File: config.mk
export PLATFORM = sky130hd
export DESIGN_NAME = ilv_burst_seq
export DESIGN_NICKNAME = d
export VERILOG_FILES = /design/src/rtl/ilv_burst_pkg.sv /design/src/rtl/ilv_bank_engine.sv /design/src/rtl/ilv_beat_order.sv /design/src/rtl/ilv_burst_seq.sv
export SDC_FILE = /design/constraint.sdc
export NUM_CORES = 1
export LEC_CHECK = 0
export BUFFER_PORTS_ARGS = -buffer_cell sky130_fd_sc_hd__buf_4
export CAP_MARGIN = 20
export CORE_MARGIN = 2
export CORE_UTILIZATION = 48
export CTS_CLUSTER_SIZE = 28
export DETAILED_ROUTE_END_ITERATION = 6
export PLACE_DENSITY = 0.79
export SETUP_SLACK_MARGIN = 0.5
export SYNTH_ARGS = -nofsm -noshare
export SYNTH_HDL_FRONTEND = slang
export SYNTH_SLANG_ARGS = --single-unit
File: constraint.sdc
create_clock -name clk -period 1.7 [get_ports clk]
set_input_delay 0.17 -clock clk [delete_from_list [all_inputs] [get_ports clk]]
set_output_delay 0.17 -clock clk [all_outputs]
set_load 0.02 [all_outputs]
File: src/rtl/ilv_burst_pkg.sv
package ilv_burst_pkg;
  typedef enum logic {
    MODE_LINEAR = 1'b0,
    MODE_PAIRED = 1'b1
  } burst_mode_e;

  localparam int unsigned BEATS_PER_BURST = 4;
  localparam int unsigned BANKS = 2;
endpackage

File: src/rtl/ilv_bank_engine.sv
module ilv_bank_engine #(
  parameter int unsigned DW        = 32,
  parameter int unsigned AW        = 8,
  parameter int unsigned FIRST_LAT = 5,
  parameter int unsigned PAGE_LAT  = 2
) (
  input  logic          clk,
  input  logic          rst_n,
  input  logic          start,
  input  logic [2:0]    start_words,
  input  logic [AW-1:0] start_addr,
  input  logic [DW-1:0] rdata,
  input  logic          drain,
  output logic          row_act,
  output logic          col_strb,
  output logic [AW-1:0] col_addr,
  output logic          buf_valid,
  output logic [DW-1:0] buf_data
);
  localparam int unsigned CW = $clog2(FIRST_LAT + 1);

  logic          active;
  logic [CW-1:0] cnt;
  logic [2:0]    left;
  logic [AW-1:0] addr;
  logic          take;

  assign row_act  = active;
  assign col_addr = addr;
  assign col_strb = active && (cnt == CW'(1));
  assign take     = col_strb && (!buf_valid || drain);

  always_ff @(posedge clk) begin
    if (!rst_n) begin
      active <= 1'b0;
      cnt    <= '0;
      left   <= '0;
      addr   <= '0;
    end else if (start) begin
      active <= 1'b1;
      cnt    <= CW'(FIRST_LAT);
      left   <= start_words;
      addr   <= start_addr;
    end else if (active) begin
      if (take) begin
        left <= left - 3'd1;
        addr <= addr + AW'(1);
        cnt  <= CW'(PAGE_LAT);
        if (left == 3'd1) active <= 1'b0;
      end else if (cnt > CW'(1)) begin
        cnt <= cnt - CW'(1);
      end
    end
  end

  always_ff @(posedge clk) begin
    if (!rst_n) begin
      buf_valid <= 1'b0;
      buf_data  <= '0;
    end else if (take) begin
      buf_valid <= 1'b1;
      buf_data  <= rdata;
    end else if (drain) begin
      buf_valid <= 1'b0;
    end
  end

  // a held word keeps its value until the ordering stage drains it
  p_held_word_stable_r5: assert property (@(posedge clk) disable iff (!rst_n)
    (buf_valid && !drain) |=> (buf_valid && $stable(buf_data)));

  // a bank blocked by a full register keeps its strobe and address
  p_stall_holds_access_r4: assert property (@(posedge clk) disable iff (!rst_n)
    (col_strb && buf_valid && !drain && !start) |=> (col_strb && $stable(col_addr)));
endmodule

File: src/rtl/ilv_beat_order.sv
module ilv_beat_order #(
  parameter int unsigned DW = 32
) (
  input  logic          clk,
  input  logic          rst_n,
  input  logic          start,
  input  logic          paired,
  input  logic          sel_bank,
  input  logic [1:0]    buf_valid,
  input  logic [DW-1:0] buf_data0,
  input  logic [DW-1:0] buf_data1,
  output logic [1:0]    drain,
  output logic          done,
  output logic          beat_valid,
  output logic [DW-1:0] beat_data,
  output logic          beat_last
);
  logic       running;
  logic [1:0] nb;
  logic       src;
  logic       can;

  assign src   = paired ? nb[0] : sel_bank;
  assign can   = running && buf_valid[src];
  assign drain = can ? (src ? 2'b10 : 2'b01) : 2'b00;
  assign done  = can && (nb == 2'd3);

  always_ff @(posedge clk) begin
    if (!rst_n) begin
      running    <= 1'b0;
      nb         <= '0;
      beat_valid <= 1'b0;
      beat_last  <= 1'b0;
      beat_data  <= '0;
    end else begin
      beat_valid <= can;
      beat_last  <= done;
      if (can) beat_data <= src ? buf_data1 : buf_data0;
      if (start) begin
        running <= 1'b1;
        nb      <= '0;
      end else if (can) begin
        nb <= nb + 2'd1;
        if (nb == 2'd3) running <= 1'b0;
      end
    end
  end

  // the closing marker never appears without a beat
  p_last_has_beat_r5: assert property (@(posedge clk) disable iff (!rst_n)
    beat_last |-> beat_valid);
endmodule

File: src/rtl/ilv_burst_seq.sv
module ilv_burst_seq
  import ilv_burst_pkg::*;
#(
  parameter int unsigned DW        = 32,
  parameter int unsigned AW        = 8,
  parameter int unsigned FIRST_LAT = 5,
  parameter int unsigned PAGE_LAT  = 2
) (
  input  logic          clk,
  input  logic          rst_n,
  input  logic          req_valid,
  output logic          req_ready,
  input  logic          req_interleave,
  input  logic          req_bank,
  input  logic [AW-1:0] req_base,
  output logic [1:0]    row_act,
  output logic [1:0]    col_strb,
  output logic [AW-1:0] bank0_addr,
  output logic [AW-1:0] bank1_addr,
  input  logic [DW-1:0] bank0_rdata,
  input  logic [DW-1:0] bank1_rdata,
  output logic          beat_valid,
  output logic [DW-1:0] beat_data,
  output logic          beat_last
);
  localparam logic [2:0] WORDS_LINEAR = 3'(BEATS_PER_BURST);
  localparam logic [2:0] WORDS_PAIRED = 3'(BEATS_PER_BURST / BANKS);

  logic        busy;
  logic        start;
  logic        done;
  burst_mode_e mode_q;
  logic        sel_q;
  logic [1:0]  buf_valid;
  logic [1:0]  drain;
  logic [DW-1:0] rdata_a [BANKS];
  logic [DW-1:0] bufd_a  [BANKS];
  logic [AW-1:0] addr_a  [BANKS];

  assign req_ready = !busy;
  assign start     = req_valid && !busy;

  always_ff @(posedge clk) begin
    if (!rst_n) begin
      busy   <= 1'b0;
      mode_q <= MODE_LINEAR;
      sel_q  <= 1'b0;
    end else if (start) begin
      busy   <= 1'b1;
      mode_q <= req_interleave ? MODE_PAIRED : MODE_LINEAR;
      sel_q  <= req_bank;
    end else if (done) begin
      busy <= 1'b0;
    end
  end

  assign rdata_a[0] = bank0_rdata;
  assign rdata_a[1] = bank1_rdata;
  assign bank0_addr = addr_a[0];
  assign bank1_addr = addr_a[1];

  for (genvar b = 0; b < BANKS; b++) begin : g_bank
    logic bank_start;
    assign bank_start = start && (req_interleave || (req_bank == 1'(b)));

    ilv_bank_engine #(
      .DW(DW), .AW(AW), .FIRST_LAT(FIRST_LAT), .PAGE_LAT(PAGE_LAT)
    ) u_eng (
      .clk        (clk),
      .rst_n      (rst_n),
      .start      (bank_start),
      .start_words(req_interleave ? WORDS_PAIRED : WORDS_LINEAR),
      .start_addr (req_base),
      .rdata      (rdata_a[b]),
      .drain      (drain[b]),
      .row_act    (row_act[b]),
      .col_strb   (col_strb[b]),
      .col_addr   (addr_a[b]),
      .buf_valid  (buf_valid[b]),
      .buf_data   (bufd_a[b])
    );
  end

  ilv_beat_order #(.DW(DW)) u_order (
    .clk       (clk),
    .rst_n     (rst_n),
    .start     (start),
    .paired    (mode_q == MODE_PAIRED),
    .sel_bank  (sel_q),
    .buf_valid (buf_valid),
    .buf_data0 (bufd_a[0]),
    .buf_data1 (bufd_a[1]),
    .drain     (drain),
    .done      (done),
    .beat_valid(beat_valid),
    .beat_data (beat_data),
    .beat_last (beat_last)
  );

  // a taken request closes the handshake on the next cycle
  p_accept_closes_r1: assert property (@(posedge clk) disable iff (!rst_n)
    (req_valid && req_ready) |=> !req_ready);

  // no new request can be taken while non-final beats stream out
  p_busy_during_beats_r1: assert property (@(posedge clk) disable iff (!rst_n)
    (beat_valid && !beat_last) |-> !req_ready);

  // in linear mode the unused bank stays inactive
  p_linear_other_quiet_r2: assert property (@(posedge clk) disable iff (!rst_n)
    (busy && mode_q == MODE_LINEAR) |-> !row_act[!sel_q]);
endmodule

* Word level (Yosys, flattened, before mapping)
Cells that the tools add are included.
** Cells by class
- Multiplexer cells :: 45
- Bitwise logic cells :: 2
- Reduce and logical (&&, ||, !) cells :: 39
- Equal/unequal tests :: 5
- Add/sub/neg operators :: 7
- Order comparisons :: 3
** Operators by type and width (number)
- $mux 8 :: 6
- $mux 3 :: 15
- $mux 32 :: 1
- $reduce_bool 2->1 :: 11
- $mux 1 :: 21
- $add 8x1->8 const B :: 2
- $reduce_and 2->1 :: 7
- $eq 3x1->1 const B :: 4
- $sub 3x1->3 const B :: 4
- $logic_and 1x1->1 :: 9
- $gt 3x1->1 const B :: 2
- $reduce_bool 3->1 :: 2
- $reduce_or 2->1 :: 3
- $logic_or 1x1->1 :: 4
- $mux 2 :: 2
- $logic_not 1->1 :: 3
- $add 2x1->2 const B :: 1
- $eq 2x2->1 const B :: 1
- $lt 1x2->1 const B :: 1
- $not 1->1 :: 2
** Storage, ports and cells
- Word-level logic and storage cells :: 123
- Output and inout bits :: 55
- Register bits :: 136

* Depth between registers and ports, before layout
- Depth in word-level cells :: 10
- Mapped depth :: 9

* Hierarchy
A second synthesis with hierarchy kept.
** Second synthesis, totals
- Cells, all modules :: 743
- Area total of the unflattened synthesis :: 6507.5 µm²
** By module, submodules not included
- ilv_bank_engine :: instances 2, cells each 239, area an instance 2113.3 µm²
- ilv_beat_order :: instances 1, cells each 247, area an instance 2130.8 µm²
- ilv_burst_seq :: instances 1, cells each 18, area an instance 150.1 µm²

* Worst setup path after synthesis
No wires, ideal clock.
- Path kind :: register -> register
- From :: register g_bank[0].u_eng.cnt[0]
- To :: register g_bank[0].u_eng.addr[7]
- Cell stages (with the launch flop) :: 6
- Setup time :: 74 ps
- Setup slack :: -22 ps
- Path buffers :: 0
- Period minus slack after synthesis :: 1722 ps
- Arrival :: 1648 ps
- Cell sequence :: dfxtp_1 > ha_1 > and4b_1 > a21oi_4 > or4_1 > a31oi_1
** Between the ends
- Cells in the longest elaborated chain, start to end :: 5
** Ends and longest elaborated chain
- from (decl) :: line ilv_bank_engine.sv:23 : logic [CW-1:0] cnt;
- from (signal assigned) :: line ilv_bank_engine.sv:41 : cnt <= CW'(FIRST_LAT);
- from (signal assigned) :: line ilv_bank_engine.sv:48 : cnt <= CW'(PAGE_LAT);
- from (signal assigned) :: line ilv_bank_engine.sv:51 : cnt <= cnt - CW'(1);
- $eq 3x1->1 :: line ilv_bank_engine.sv:30 : assign col_strb = active && (cnt == CW'(1));
- $logic_and 1x1->1 :: line ilv_bank_engine.sv:30
- $logic_and 1x1->1 :: line ilv_bank_engine.sv:31 : assign take = col_strb && (!buf_valid || drain);
- $reduce_bool 2->1 (no source line)
- $reduce_and 2->1 (no source line)
- to (signal assigned) :: line ilv_bank_engine.sv:43 : addr <= start_addr;
- to (signal assigned) :: line ilv_bank_engine.sv:47 : addr <= addr + AW'(1);
- to (decl) :: line ilv_bank_engine.sv:25 : logic [AW-1:0] addr;
No other way between the ends.
A chain may end at the register's enable or synchronous reset.

* Final worst setup path
- From :: register g_bank[1].u_eng.cnt[1]
- To :: register g_bank[1].u_eng.buf_data[16]
** Between the ends
- Cells in the longest elaborated chain, start to end :: 3
** Ends and longest elaborated chain
- from (decl) :: line ilv_bank_engine.sv:23
- from (signal assigned) :: line ilv_bank_engine.sv:41
- from (signal assigned) :: line ilv_bank_engine.sv:48
- from (signal assigned) :: line ilv_bank_engine.sv:51
- $eq 3x1->1 :: line ilv_bank_engine.sv:30
- $logic_and 1x1->1 :: line ilv_bank_engine.sv:30
- $logic_and 1x1->1 :: line ilv_bank_engine.sv:31
- to (signal assigned) :: line ilv_bank_engine.sv:62 : buf_data <= rdata;
- to (decl) :: line ilv_bank_engine.sv:18 : output logic [DW-1:0] buf_data
No other way between the ends.

==> results.py <==
metrics = {
    "status": {
        "outcome": "finished, violations left",
        "violations": "DRC, hold timing, setup timing",
    },
    "power_and_ir_drop": {
        "peakVddDrop_uv": 1180,
        "leakagePower_nw": 3.72,
        "p_total_w": 0.00862,
        "powerDensity_mw_per_mm2": 885,
    },
    "sta": {
        "period_share_pct": 111,
        "fin_skew_ps": 10.2,
        "fmax_mhz": 529,
        "relSlewSlack_pct": 43.6,
        "tightest_slew_ps": 840,
        "slew_violations": 0,
        "hold_violations": 1,
        "final.setup.worst_slack_ps": -190,
        "fin_crit_ps": 1890,
        "whs_ps": -0.492,
        "setup-violations-final": 72,
        "rsz0062_at_grt": "true",
    },
    "cells_and_area": {
        "fill_cells": 493,
        "fin_area_mm2": 0.00974,
        "drive_above_1_share_pct": 52.7,
        "antenna_cells": 0,
        "area_delta_synth_final_pct": 71.7,
        "nets": 986,
        "utilization_pct": 84.9,
        "final_cells": 1052,
    },
    "route": {
        "num_vias": 6828,
        "top_layer": "met4",
        "met1_length_um": 9040,
        "wl_per_cell_um": 25.0,
        "drtIter0Drc": 880,
        "ant_nets": 0,
        "drc": 1,
        "wl_met2_um": 12800,
        "routed_wirelength_um": 26300,
        "viasPerCell": 6.49,
        "dr_wl_met3_um": 2620,
        "drtPass1Iterations": 7,
    },
    "critical_path": {
        "critical_path_class": "reg -> reg",
        "max_stage_delay_ps": 320,
        "arrival_ps": 2230,
        "critical_path.startpoint_type": "flop",
        "cp_slowest_cell": "dfxtp_2",
        "crit_chain": "inv_2 -> ha_4 -> and3b_2 -> buf_12 -> o211a_4 -> buf_6 -> buf_12 -> nand2_1 -> a21oi_2",
        "crit_path_end_kind": "flop",
        "path_common_cell": "buf_12",
        "cp_max_fo": 8,
        "cp_top_family": "compound AO/OA/AOI/OAI gates",
        "cp_data_required_time_ps": 2040,
        "crit_buf_inv": 4,
    },
    "min_path": {
        "min_path_type": "in -> reg",
    },
    "grt": {
        "grt_pass1_vias": 6042,
        "gr-total-overflow": 0,
        "grt_max_degree": 76,
        "grtUsageTotal_pct": 29.6,
        "antenna_found_initial": 0,
        "grt_first_pass_wirelength_um": 29800,
    },
    "floorplan": {
        "coreArea_mm2": 0.0115,
        "io_pins": 132,
        "dieArea_mm2": 0.0127,
        "die_w_um": 113,
        "die-height_um": 113,
        "initial_core_util_pct": 49.5,
        "std_cell_rows": 39,
    },
    "clocking": {
        "cts_tree": "built",
        "htree_num_levels": 4,
        "clock_sinks": 136,
        "insertion_delay_ps": 430,
        "clockBufferDepth": 2,
        "cts-buffers-inserted": 17,
        "root_buffer": "clkbuf_16",
        "clk_pin_slew_ps": 60,
    },
    "synthesis": {
        "synth_xor_area_share_pct": 0.618,
        "syn-num-nets": 783,
        "async_flop_share_pct": 0,
        "synth_top_family_by_area": "compound AO/OA/AOI/OAI gates",
        "synth_edf_count": 0,
        "synth_warnings": 0,
        "synth_compound_area_share_pct": 25.1,
        "syn_area_mm2": 0.00567,
        "yosys.area_share.simple_pct": 17.2,
        "syn_avg_cell_area_um2": 8.16,
        "synthAdderAreaFrac_pct": 2.43,
        "synthMuxAreaShare_pct": 1.04,
        "synth_seq_area_share_pct": 48.0,
        "synthesis.instances": 695,
        "ys.flop_type": "dfxtp_1",
        "ys_types": 52,
        "ys_ff_latch": 136,
    },
    "placed_design": {
        "dpl.hpwl_um": 10400,
        "dp.cells": 945,
        "place_congestion": 0.817,
        "place_area_mm2": 0.00701,
        "io_buffers": 131,
    },
    "job": {
        "drv_cap": 0,
    },
}
==> cell type report <==
| type | count | area (µm²) | area share, % |
|---|---|---|---|
| clock buffer | 22 | 474 | 4.87 |
| clock inverter | 8 | 120 | 1.23 |
| inverter | 17 | 67.6 | 0.694 |
| multi-input combinational | 486 | 3730 | 38.3 |
| sequential | 136 | 2770 | 28.5 |
| tap | 143 | 179 | 1.84 |
| timing repair buffer | 240 | 2400 | 24.6 |
==> metal layers <==
layer	up-vias	track usage [%]
met1	3223	35.4
met3	178	6.48
met2	576	52.1
li1	2851	-
met4	0	11.5
met5	-	0
==> report_power, final <==
group	switching, W	internal, W
logic	0.000742	0.000625
registers	0.000128	0.00330
clock network	0.00143	0.00240
total	0.00230	0.00632
==> cell usage after synthesis, types with 4 or more instances <==
library cell / number / area, µm²
a21oi_1: 112 / 561
a22oi_1: 32 / 240
a31oi_1: 15 / 93.8
and2_1: 5 / 31.3
buf_2: 20 / 100
buf_4: 5 / 37.5
clkbuf_1: 31 / 116
dfxtp_1: 136 / 2720
ha_1: 11 / 138
inv_1: 17 / 63.8
nand2_1: 151 / 567
nand2b_1: 4 / 25.0
nand3_1: 9 / 45.0
nor2_1: 19 / 71.3
o21ai_0: 61 / 305
o31ai_1: 4 / 30.0
or3_1: 10 / 62.6
or4_1: 4 / 30.0
xnor2_1: 4 / 35.0
==> flip-flops by register name (all words and copies together), names as in the netlist <==
| signal | count |
|---|---|
| u_order.running | 1 |
| g_bank.u_eng.buf_data | 64 |
| g_bank.u_eng.row_act | 2 |
| u_order.beat_valid | 1 |
| u_order.beat_data | 32 |
| sel_q | 1 |
| g_bank.u_eng.col_addr | 16 |
| g_bank.u_eng.buf_valid | 2 |
| busy | 1 |
| g_bank.u_eng.left | 6 |
| u_order.nb | 2 |
| g_bank.u_eng.cnt | 6 |
| u_order.beat_last | 1 |
| mode_q | 1 |
==> worst paths after layout <==
path                          startpoint                      endpoint  slack, ps  cells past startpoint
min                      bank1_rdata[21]  g_bank[1].u_eng.buf_data[21]       -0.5                      3
max reg2reg       g_bank[1].u_eng.cnt[1]  g_bank[1].u_eng.buf_data[16]       -190                      9
min reg2reg  g_bank[1].u_eng.buf_data[5]   g_bank[1].u_eng.buf_data[5]        470                      2
max               g_bank[1].u_eng.cnt[1]  g_bank[1].u_eng.buf_data[16]       -190                      9
==> cells in the final DEF (no fill, tap or decap), types with 18 or more instances in the layout <==
| cell type | synthesis | layout |
|---|---|---|
| a22oi_1 | 32 | 30 |
| a21oi_2 | 0 | 69 |
| buf_6 | 0 | 26 |
| buf_4 | 5 | 160 |
| o21ai_0 | 61 | 18 |
| clkbuf_16 | 0 | 24 |
| nand2_4 | 0 | 50 |
| dlygate4sd3_1 | 0 | 22 |
| a21oi_1 | 112 | 43 |
| o21ai_1 | 2 | 24 |
| dfxtp_1 | 136 | 117 |
| nand2_2 | 0 | 21 |
| nand2_1 | 151 | 80 |
==> logic make-up (layout without fill, tap and decap cells) <==
| kind of cell | count (synthesis) | count (layout) |
|---|---|---|
| xor+xnor | 4 | 4 |
| flops | 136 | 136 |
| mux | 4 | 4 |
| fa+ha+maj | 11 | 11 |
| simple gates | 221 | 221 |
| buf+inv | 74 | 287 |
| compound gates | 245 | 246 |
==> worst min-delay path, cell delays in order <==
cell	delay [ps]
buf_4	110
nand2_2	60
a21oi_2	40
==> repair_timing <==
item                                    in CTS  in global routing
resized for setup                           92                237
hold buffers                                20                  2
endpoints found under the setup margin     137                140
hold endpoints to repair                    20                  2
gates cloned                                10                  8
setup buffers                               23                 14
pin swaps                                   40                121
==> through the flow <==
step	setup slack, ps	hold WS, ps	setup TNS (ps)
after floorplan	194	306	0
after global placement	-9.73	421	-9.73
after detailed placement	-61.3	425	-435
after CTS	42.5	0.0241	0
after global routing	-171	0.686	-6280
final	-190	-0.492	-4000
Note: power is estimated with default switching activity, not from simulation.
